$ cat src/rtl/tour_xover_pkg.sv
package tour_xover_pkg;

    // Phase of the crossover sequence; idle must be the all-zero code.
    typedef enum logic [1:0] {
        XO_IDLE = 2'd0,
        XO_HEAD = 2'd1,
        XO_TAIL = 2'd2,
        XO_FILL = 2'd3
    } xo_phase_e;

endpackage

$ cat src/rtl/tour_xover_lfsr.sv
module tour_xover_lfsr #(
    parameter int              W    = 16,
    parameter logic [W-1:0]    TAPS = 16'hB400,
    parameter logic [W-1:0]    SEED = 16'hACE1
) (
    input  logic         clk,
    input  logic         rst_n,
    output logic [W-1:0] value
);

    logic [W-1:0] sr_d;
    logic [W-1:0] sr_q;

    always_comb begin
        sr_d = {sr_q[W-2:0], ^(sr_q & TAPS)};
    end

    always_ff @(posedge clk or negedge rst_n) begin
        if (!rst_n) begin
            sr_q <= SEED;
        end else begin
            sr_q <= sr_d;
        end
    end

    assign value = sr_q;

endmodule

$ cat src/rtl/tour_xover_pick.sv
module tour_xover_pick #(
    parameter int N_CITIES = 8,
    localparam int CW      = $clog2(N_CITIES)
) (
    input  logic [N_CITIES-1:0] avail,
    input  logic [CW-1:0]       origin,
    output logic [CW-1:0]       pick,
    output logic                found
);

    int           sum;
    logic [CW-1:0] idx;

    // Scan downward so the closest set bit at or after origin wins last.
    always_comb begin
        found = 1'b0;
        pick  = '0;
        sum   = 0;
        idx   = '0;
        for (int j = N_CITIES - 1; j >= 0; j--) begin
            sum = int'(origin) + j;
            if (sum >= N_CITIES) begin
                sum = sum - N_CITIES;
            end
            idx = CW'(sum);
            if (avail[idx]) begin
                found = 1'b1;
                pick  = idx;
            end
        end
    end

endmodule

$ cat src/rtl/tour_xover.sv
module tour_xover
    import tour_xover_pkg::*;
#(
    parameter int                N_CITIES  = 8,
    parameter int                LFSR_W    = 16,
    parameter logic [LFSR_W-1:0] LFSR_TAPS = 16'hB400,
    parameter logic [LFSR_W-1:0] LFSR_SEED = 16'hACE1,
    localparam int               CW        = $clog2(N_CITIES),
    localparam int               TOUR_W    = N_CITIES * CW
) (
    input  logic              clk,
    input  logic              rst_n,
    input  logic              start,
    input  logic [TOUR_W-1:0] parent_a,
    input  logic [TOUR_W-1:0] parent_b,
    output logic              busy,
    output logic              done,
    output logic [TOUR_W-1:0] child
);

    localparam logic [CW-1:0] LAST_SLOT = CW'(N_CITIES - 1);
    localparam logic [CW-1:0] STEP      = CW'(1);

    typedef struct packed {
        xo_phase_e                    phase;
        logic [CW-1:0]                slot;
        logic [CW-1:0]                cut;
        logic [N_CITIES-1:0]          unused;
        logic [N_CITIES-1:0]          filled;
        logic [N_CITIES-1:0][CW-1:0]  tour_a;
        logic [N_CITIES-1:0][CW-1:0]  tour_b;
        logic [N_CITIES-1:0][CW-1:0]  kid;
        logic                         fin;
    } xo_regs_t;

    xo_regs_t r_d;
    xo_regs_t r_q;

    logic [LFSR_W-1:0] rnd;
    logic [CW-1:0]     rnd_idx;
    logic [CW-1:0]     fill_city;
    logic              fill_ok;
    logic [CW-1:0]     head_city;
    logic [CW-1:0]     tail_city;

    tour_xover_lfsr #(
        .W    (LFSR_W),
        .TAPS (LFSR_TAPS),
        .SEED (LFSR_SEED)
    ) rng_i (
        .clk   (clk),
        .rst_n (rst_n),
        .value (rnd)
    );

    assign rnd_idx = CW'(rnd % LFSR_W'(N_CITIES));

    tour_xover_pick #(
        .N_CITIES (N_CITIES)
    ) pick_i (
        .avail  (r_q.unused),
        .origin (rnd_idx),
        .pick   (fill_city),
        .found  (fill_ok)
    );

    assign head_city = r_q.tour_a[r_q.slot];
    assign tail_city = r_q.tour_b[r_q.slot];

    always_comb begin
        r_d     = r_q;
        r_d.fin = 1'b0;
        unique case (r_q.phase)
            XO_IDLE: begin
                if (start) begin
                    r_d.tour_a = parent_a;
                    r_d.tour_b = parent_b;
                    r_d.cut    = rnd_idx;
                    r_d.unused = '1;
                    r_d.filled = '0;
                    r_d.slot   = '0;
                    r_d.phase  = XO_HEAD;
                end
            end
            XO_HEAD: begin
                r_d.kid[r_q.slot]    = head_city;
                r_d.filled[r_q.slot] = 1'b1;
                r_d.unused[head_city] = 1'b0;
                if (r_q.slot == r_q.cut) begin
                    if (r_q.cut == LAST_SLOT) begin
                        r_d.slot  = '0;
                        r_d.phase = XO_FILL;
                    end else begin
                        r_d.slot  = r_q.slot + STEP;
                        r_d.phase = XO_TAIL;
                    end
                end else begin
                    r_d.slot = r_q.slot + STEP;
                end
            end
            XO_TAIL: begin
                if (r_q.unused[tail_city]) begin
                    r_d.kid[r_q.slot]     = tail_city;
                    r_d.filled[r_q.slot]  = 1'b1;
                    r_d.unused[tail_city] = 1'b0;
                end
                if (r_q.slot == LAST_SLOT) begin
                    r_d.slot  = '0;
                    r_d.phase = XO_FILL;
                end else begin
                    r_d.slot = r_q.slot + STEP;
                end
            end
            XO_FILL: begin
                if (!r_q.filled[r_q.slot] && fill_ok) begin
                    r_d.kid[r_q.slot]     = fill_city;
                    r_d.filled[r_q.slot]  = 1'b1;
                    r_d.unused[fill_city] = 1'b0;
                end
                if (r_q.slot == LAST_SLOT) begin
                    r_d.slot  = '0;
                    r_d.phase = XO_IDLE;
                    r_d.fin   = 1'b1;
                end else begin
                    r_d.slot = r_q.slot + STEP;
                end
            end
            default: begin
                r_d.phase = XO_IDLE;
            end
        endcase
    end

    always_ff @(posedge clk or negedge rst_n) begin
        if (!rst_n) begin
            r_q <= '0;
        end else begin
            r_q <= r_d;
        end
    end

    assign busy  = (r_q.phase != XO_IDLE);
    assign done  = r_q.fin;
    assign child = r_q.kid;

endmodule

$ cat config.mk
export PLATFORM = sky130hd
export DESIGN_NAME = tour_xover
export DESIGN_NICKNAME = d
export VERILOG_FILES = /design/src/rtl/tour_xover_pkg.sv /design/src/rtl/tour_xover_lfsr.sv /design/src/rtl/tour_xover_pick.sv /design/src/rtl/tour_xover.sv
export SDC_FILE = /design/constraint.sdc
export NUM_CORES = 1
export LEC_CHECK = 0
export BUFFER_PORTS_ARGS = -buffer_cell sky130_fd_sc_hd__buf_2
export CAP_MARGIN = 20
export CORE_AREA = 4 4 135 98
export CTS_CLUSTER_DIAMETER = 40
export DETAILED_ROUTE_END_ITERATION = 10
export DIE_AREA = 0 0 139 102
export HOLD_SLACK_MARGIN = 0.02
export PLACE_DENSITY = 0.77
export SLEW_MARGIN = 20
export SYNTH_ARGS = -nofsm -noshare
export SYNTH_HDL_FRONTEND = slang
export SYNTH_SLANG_ARGS = --single-unit
$ cat constraint.sdc
create_clock -name clk -period 9.7 [get_ports clk]
set_input_delay 0.97 -clock clk [delete_from_list [all_inputs] [get_ports clk]]
set_output_delay 0.97 -clock clk [all_outputs]
set_load 0.005 [all_outputs]
==> run_results.csv, run 1 <==
group,metric,value,unit
status,outcome,"completed",
power,p_int,1.66,mW
critical_path,required,10.00,ns
hold_path,min-delay-start,"rng_i.value[8]$_DFF_PN0_",
place,gp_congestion,0.956,
grt,grt_overflow_total,0,
timing,fmax,0.224,GHz
job,maxCapViolCount,0,
synth,synthArstFlopShare,100,%
critical_path,startpoint_type,"flop",
power,p_total,2.86,mW
place,io_buffers,76,
timing,min_period,4.47,ns
clock_tree,postCtsHoldBufs,0,
critical_path,r2r_start,"rng_i.value[0]$_DFF_PN1_",
timing,setup_tns,0,ns
synth,synth_area,7000,sq um
floorplanning,core_area,12100,sq um
grt,grt_pass1_wl,28700,um
synth,synth_seq_cells,113,
route,antenna_left,0,
power,p_leak,3.48,nW
route,avgRoutedWirePerCell,21.0,um
cells_and_area,fin_nets,753,
place,place_hpwl,13100,um
timing,hold_viol_final,0,
timing,maxSlewViolCount,0,
grt,grt_max_degree,65,
route,vias_per_cell,6.40,
synth,dominantRegCellSynth,"dfrtp_1",
floorplanning,rows,34,
cells_and_area,mostFrequentLayoutCell,"dfrtp_1",
synth,synth.yosys.warnings,0,
hold_path,min_path_type,"flop to flop",
clock_tree,postCtsResizedCells,0,
route,firstDrtPassIters,6,
synth,synthCells,660,
power,p_clk_share,23.5,%
timing,rsz0062_at_grt,"false",
critical_path,crit_chain,"inv_2, ha_1, mux2i_1, mux4_2, a22o_1, a41o_1, nor2_1, and3_1, nand2_1, o21a_1",
power,p_sw,1.20,mW
grt,grt_pass1_vias,5328,
hold_path,holdPathStages,0,
synth,syn-num-nets,720,
critical_path,r2r_cells,10,
critical_path,end_kind,"flop",
cells_and_area,finish.utilization,65.1,%
timing,slew_headroom,26.3,%
grt,track_usage,25.7,%
critical_path,ff2ff_setup_slack,5.23,ns
clock_tree,cts_sinks,113,
cells_and_area,fill_cells,953,
synth,ys_types,75,
critical_path,rr_endpoint,"r_q[74]$_DFFE_PN0P_",
floorplanning,io_pins,77,
grt,antenna_found_initial,0,
power,seqPwrFrac,29.4,%
cells_and_area,layout_common_cells,"dfrtp_1 (105), buf_2 (75), mux2_2 (58)",
critical_path,cp.arrival,4.76,ns
timing,fin_crit_sh,46.0,%
place,place_area,7230,sq um
power,peakVddDrop,0.192,mV
critical_path,crit_type,"flop to flop",
cells_and_area,drive_gt1_share,31.2,%
clock_tree,cts-root-buf,"clkbuf_16",
route,drc,0,
cells_and_area,fin_area,7860,sq um
floorplanning,die_h,102,um
timing,hold_slack,0.353,ns
timing,finalClockSkew,0.0158,ns
clock_tree,clk_pin_slew,0.06,ns
clock_tree,insertion_delay,0.42,ns
critical_path,slowest_stage,"dfstp_2",
floorplanning,dieArea,14200,sq um
hold_path,hold_end,"rng_i.value[9]$_DFF_PN0_",
cells_and_area,synthToLayoutAreaGrowth,12.4,%
floorplanning,start_util,57.9,%
clock_tree,h-tree-depth,4,
clock_tree,cts_buffer_depth,2,
timing,worstMarginPinSlew,1.10,ns
route,via_count,5553,
floorplanning,die_x,139,um
clock_tree,numCtsBuffers,17,
route,drtIter0Drc,474,
clock_tree,cts_setup_buffers,0,
cells_and_area,diodes,0,
clock_tree,cts_tree,"built",
synth,ys_seq_area_share,40.6,%
synth,syn_area_per_cell,10.6,sq um
critical_path,cpPeakStageDelay,0.84,ns
power,p_comb_share,47.1,%
synth,synth_edf_count,0,
timing,setup_viol,0,
power,switching_share,41.9,%
critical_path,worstPathMaxFanout,21,
route,wirelength,18300,um
power,cellPowerDensity,363,nW/um^2
## cells in the mapped netlist (all sizes together) (13+ instances only)
library cell,n,share of area [%]
dfrtp,105,38
mux2,67,11
nand2,48,2.6
buf,47,4.7
o21ai,45,3.2
mux2i,31,4.4
nor2,31,1.8
a21oi,28,2.0
clkbuf,22,1.2
inv,22,1.2
mux4,19,6.1
nor3,13,0.93
## worst max-delay path, delay by kind of cell, from the launching register on
kind,cells,cell delay (ns)
buf+inv,1,0.21
flops,1,0.84
mux,2,0.73
fa+ha+maj,1,0.76
compound gates,3,0.71
simple gates,3,1.08
## power groups by stage
stage                     clock, mW  sequential (mW)  combinational [mW]
after global routing          0.695            0.858                1.45
after global placement            0            0.825                1.28
after floorplan                   0            0.728                1.12
after detailed placement          0            0.836                1.31
final                         0.670            0.840                1.35
after CTS                     0.674            0.833                1.32
## per-layer routing
| layer | vias up | GRT usage, % | wire, um |
|---|---|---|---|
| met5 | - | 0 | 0 |
| met4 | 0 | 6.54 | 176 |
| met3 | 24 | 8.61 | 1810 |
| met2 | 270 | 37.6 | 8050 |
| met1 | 2784 | 37.2 | 8230 |
| li1 | 2475 | - | - |
## through the flow
stage	cells	setup WS, ns
finish	868	5.23
detailed placement	836	5.31
floorplan	660	6.27
CTS	868	5.29
global placement	836	5.46
global route	868	4.99
## layout make-up
| class | count | area, sq um | share of cell area (%) |
|---|---|---|---|
| multi-input cells | 456 | 3670 | 46.7 |
| clock buffers | 18 | 429 | 5.46 |
| inverters | 22 | 82.6 | 1.05 |
| repair buffers | 83 | 435 | 5.54 |
| well taps | 162 | 203 | 2.58 |
| clock inverters | 14 | 203 | 2.58 |
| flip-flops and latches | 113 | 2840 | 36.1 |
## worst max-delay path by stage
stage	start	endpoint	slack, ns	depth (start not counted)
global route	rng_i.value[0]$_DFF_PN1_	r_q[78]$_DFFE_PN0P_	4.99	10
finish	rng_i.value[0]$_DFF_PN1_	r_q[74]$_DFFE_PN0P_	5.23	10
floorplan	rng_i.value[0]$_DFF_PN1_	flop	6.27	13
global placement	rng_i.value[0]$_DFF_PN1_	r_q[73]$_DFFE_PN0P_	5.46	10
CTS	rng_i.value[0]$_DFF_PN1_	r_q[74]$_DFFE_PN0P_	5.29	10
detailed placement	rng_i.value[0]$_DFF_PN1_	r_q[74]$_DFFE_PN0P_	5.31	10
## cell families (layout without fill, tap and decap cells)
| kind of cell | Yosys count | after routing | share of synthesized area [%] |
|---|---|---|---|
| adder cells (fa/ha/maj) | 9 | 9 | 1.61 |
| AND/OR/NAND/NOR | 152 | 152 | 11.4 |
| buffers and inverters | 91 | 137 | 7.01 |
| multiplexers | 117 | 117 | 21.6 |
| flip-flops | 113 | 113 | 40.6 |
| AO/OA/AOI/OAI | 168 | 168 | 16.5 |
| XOR/XNOR | 10 | 10 | 1.25 |
Note: power is estimated with default switching activity, not from simulation.
==> inputs of run 2 (changes only) <==
ABC_AREA = 1   (was default)
CORE_AREA = 4 4 141 102   (was 4 4 135 98)
DIE_AREA = 0 0 145 106   (was 0 0 139 102)
PLACE_DENSITY = 0.73   (was 0.77)
clock period = 4.1 ns   (was 9.7 ns; I/O delays follow)
==> run_results.csv, run 2 <==
group,metric,value,unit
critical_path,crit_buf_inv,3,
cells_and_area,diodes,0,
place,place_hpwl,14000,um
synth,synth-compound-area-share,15.8,%
synth,synth_top_cell_by_area,"dfrtp_1",
critical_path,crit_type,"flop to flop",
synth,synth_area,6900,sq um
timing,setup_viol,0,
critical_path,cp_common_cell,"nand2_1",
route,drtIter0Drc,867,
critical_path,end_kind,"flop",
critical_path,crit_chain,"clkinv_1, ha_1, inv_1, nand3_1, nand3_1, nand2_1, a21oi_1, nand2_1, nand2_1, nand2_1, nand2_1, nand2_1, nand2_1, nand2_1, inv_1, nor2_1, o21ai_0, a21boi_1",
route,vias_per_cell,5.70,
job,maxCapViolCount,0,
route,firstDrtPassIters,9,
clock_tree,postCtsHoldBufs,0,
timing,worstMarginPinSlew,0.637,ns
synth,synth_area_leaders,"dfrtp_1 (38%), nand2_1 (12%), inv_1 (5.9%), a21oi_1 (5.7%), nor2_1 (4.7%)",
synth,syn-num-nets,992,
floorplanning,dieArea,15400,sq um
cells_and_area,drive_gt1_share,17.2,%
grt,track_usage,26.3,%
critical_path,cpPeakStageDelay,0.66,ns
critical_path,path_depth,18,
timing,rsz0062_at_grt,"false",
synth,synth-adder-area-share,1.63,%
clock_tree,cts_tree,"built",
clock_tree,postCtsResizedCells,0,
clock_tree,insertion_delay,0.42,ns
power,cellPowerDensity,962,nW/um^2
grt,grt_pass1_vias,6180,
place,gp_congestion,0.940,
grt,grt_pass1_wl,32300,um
synth,synthCells,932,
timing,finalClockSkew,0.0126,ns
route,via_count,6589,
synth,yosys.area_share.simple,25.7,%
synth,synthArstFlopShare,100,%
cells_and_area,layout_common_cells,"nand2_1 (225), inv_1 (109), dfrtp_1 (105)",
place,io_buffers,76,
floorplanning,die_h,106,um
synth,dominantRegCellSynth,"dfrtp_1",
cells_and_area,mostFrequentLayoutCell,"nand2_1",
timing,min_period,3.57,ns
cells_and_area,instances_no_fill,1155,
critical_path,r2r_cells,18,
route,drc,0,
route,wirelength,19700,um
clock_tree,cts_sinks,113,
timing,fmax,0.280,GHz
synth,synth_seq_cells,113,
timing,setup_tns,0,ns
synth,ys_types,43,
clock_tree,numCtsBuffers,17,
synth,synth_edf_count,0,
status,outcome,"completed",
timing,hold_viol_final,0,
synth,synth.most_common_cell,"nand2_1",
floorplanning,core_area,13000,sq um
critical_path,worstPathMaxFanout,13,
synth,synth_common_cells,"nand2_1 (226), inv_1 (109), dfrtp_1 (105)",
critical_path,ff2ff_setup_slack,0.53,ns
synth,ys_seq_area_share,41.1,%
place,dpl.cell_count,1123,
critical_path,r2r_start,"rng_i.value[0]$_DFF_PN1_",
cells_and_area,synthToLayoutAreaGrowth,14.1,%
synth,synthMuxAreaShare,3.10,%
grt,grt_max_degree,84,
synth,synth.yosys.warnings,0,
floorplanning,start_util,53.0,%
synth,synth_top_family_by_area,"simple AND/OR/NAND/NOR gates",
synth,synthXorXnorAreaFrac,0.889,%
clock_tree,cts-root-buf,"clkbuf_16",
route,antenna_left,0,
grt,grt_overflow_total,0,
synth,syn_area_per_cell,7.40,sq um
clock_tree,cts_setup_buffers,0,
clock_tree,h-tree-depth,4,
clock_tree,clk_pin_slew,0.06,ns
hold_path,min_path_type,"primary input to async pin",
power,p_leak,4.00,nW
floorplanning,io_pins,77,
power,peakVddDrop,0.490,mV
critical_path,cp.arrival,3.87,ns
critical_path,required,4.40,ns
route,avgRoutedWirePerCell,17.1,um
critical_path,crit_path_start,"rng_i.value[0]$_DFF_PN1_",
clock_tree,cts_buffer_depth,2,
floorplanning,rows,35,
timing,maxSlewViolCount,0,
critical_path,slowest_stage,"dfstp_2",
cells_and_area,fin_nets,1036,
cells_and_area,fill_cells,1161,
grt,antenna_found_initial,0,
synth,netlist.area_leader.share,38.1,%
timing,fin_crit_sh,87.1,%
critical_path,critical_path.top_delay_family,"simple AND/OR/NAND/NOR gates",
critical_path,startpoint_type,"flop",
floorplanning,die_x,145,um
cells_and_area,regArea,2840,sq um
timing,slew_headroom,57.5,%
cells_and_area,multi_input_area,3260,sq um
-- run 2: where the power goes --
group	switching, mW	total (mW)	internal, mW
sequential	0.334	1.91	1.57
combinational	2.72	4.03	1.31
clock	0.574	1.63	1.06
-- run 2: worst register-to-register path: cells and delay by family (launching register included) --
kind | cells | cell delay, ns
flops | 1 | 0.66
buf+inv | 3 | 0.86
fa+ha+maj | 1 | 0.46
simple gates | 11 | 1.08
compound gates | 3 | 0.41
-- run 2: final cells by class --
class	instances	share of cell area [%]
well taps	166	2.64
multi-input cells	639	41.4
flip-flops and latches	113	36.1
inverters	121	5.84
repair buffers	84	5.79
clock inverters	13	2.50
clock buffers	19	5.76
-- run 2: how the worst min path moves through the flow --
stage	start	to	cells after the start	slack, ns
after global routing	rst_n	r_q[29]$_DFFE_PN0P_	1	0.06
after floorplan	rst_n	async pin	0	0.11
after global placement	rng_i.value[8]$_DFF_PN0_	rng_i.value[9]$_DFF_PN0_	0	0.33
after CTS	rst_n	r_q[28]$_DFFE_PN0P_	1	0.03
after detailed placement	rng_i.value[3]$_DFF_PN0_	rng_i.value[4]$_DFF_PN0_	0	0.34
final	rst_n	r_q[29]$_DFFE_PN0P_	1	0.02
-- run 2: metrics by stage --
step	utilization [%]	setup WS, ns	hold WS, ns	power (mW)	area (sq um)
floorplan	-	1.40	0.114	4.86	6900
finish	60.5	0.529	0.0180	7.57	7870
detailed placement	55.5	0.698	0.336	5.78	7220
global placement	55.5	0.773	0.334	5.72	7220
CTS	60.5	0.665	0.0302	7.46	7870
global route	60.5	0.212	0.0623	8.15	7870
-- run 2: cell families after synthesis --
logic type / after synthesis
mux: 19
flops: 113
simple gates: 417
buf+inv: 180
fa+ha+maj: 9
compound gates: 187
xor+xnor: 7
-- run 2: routing by layer --
layer	global-route usage, %	wire [um]
met5	0	0
met4	6.44	319
met3	8.05	2410
met2	36.7	7980
met1	39.6	9010
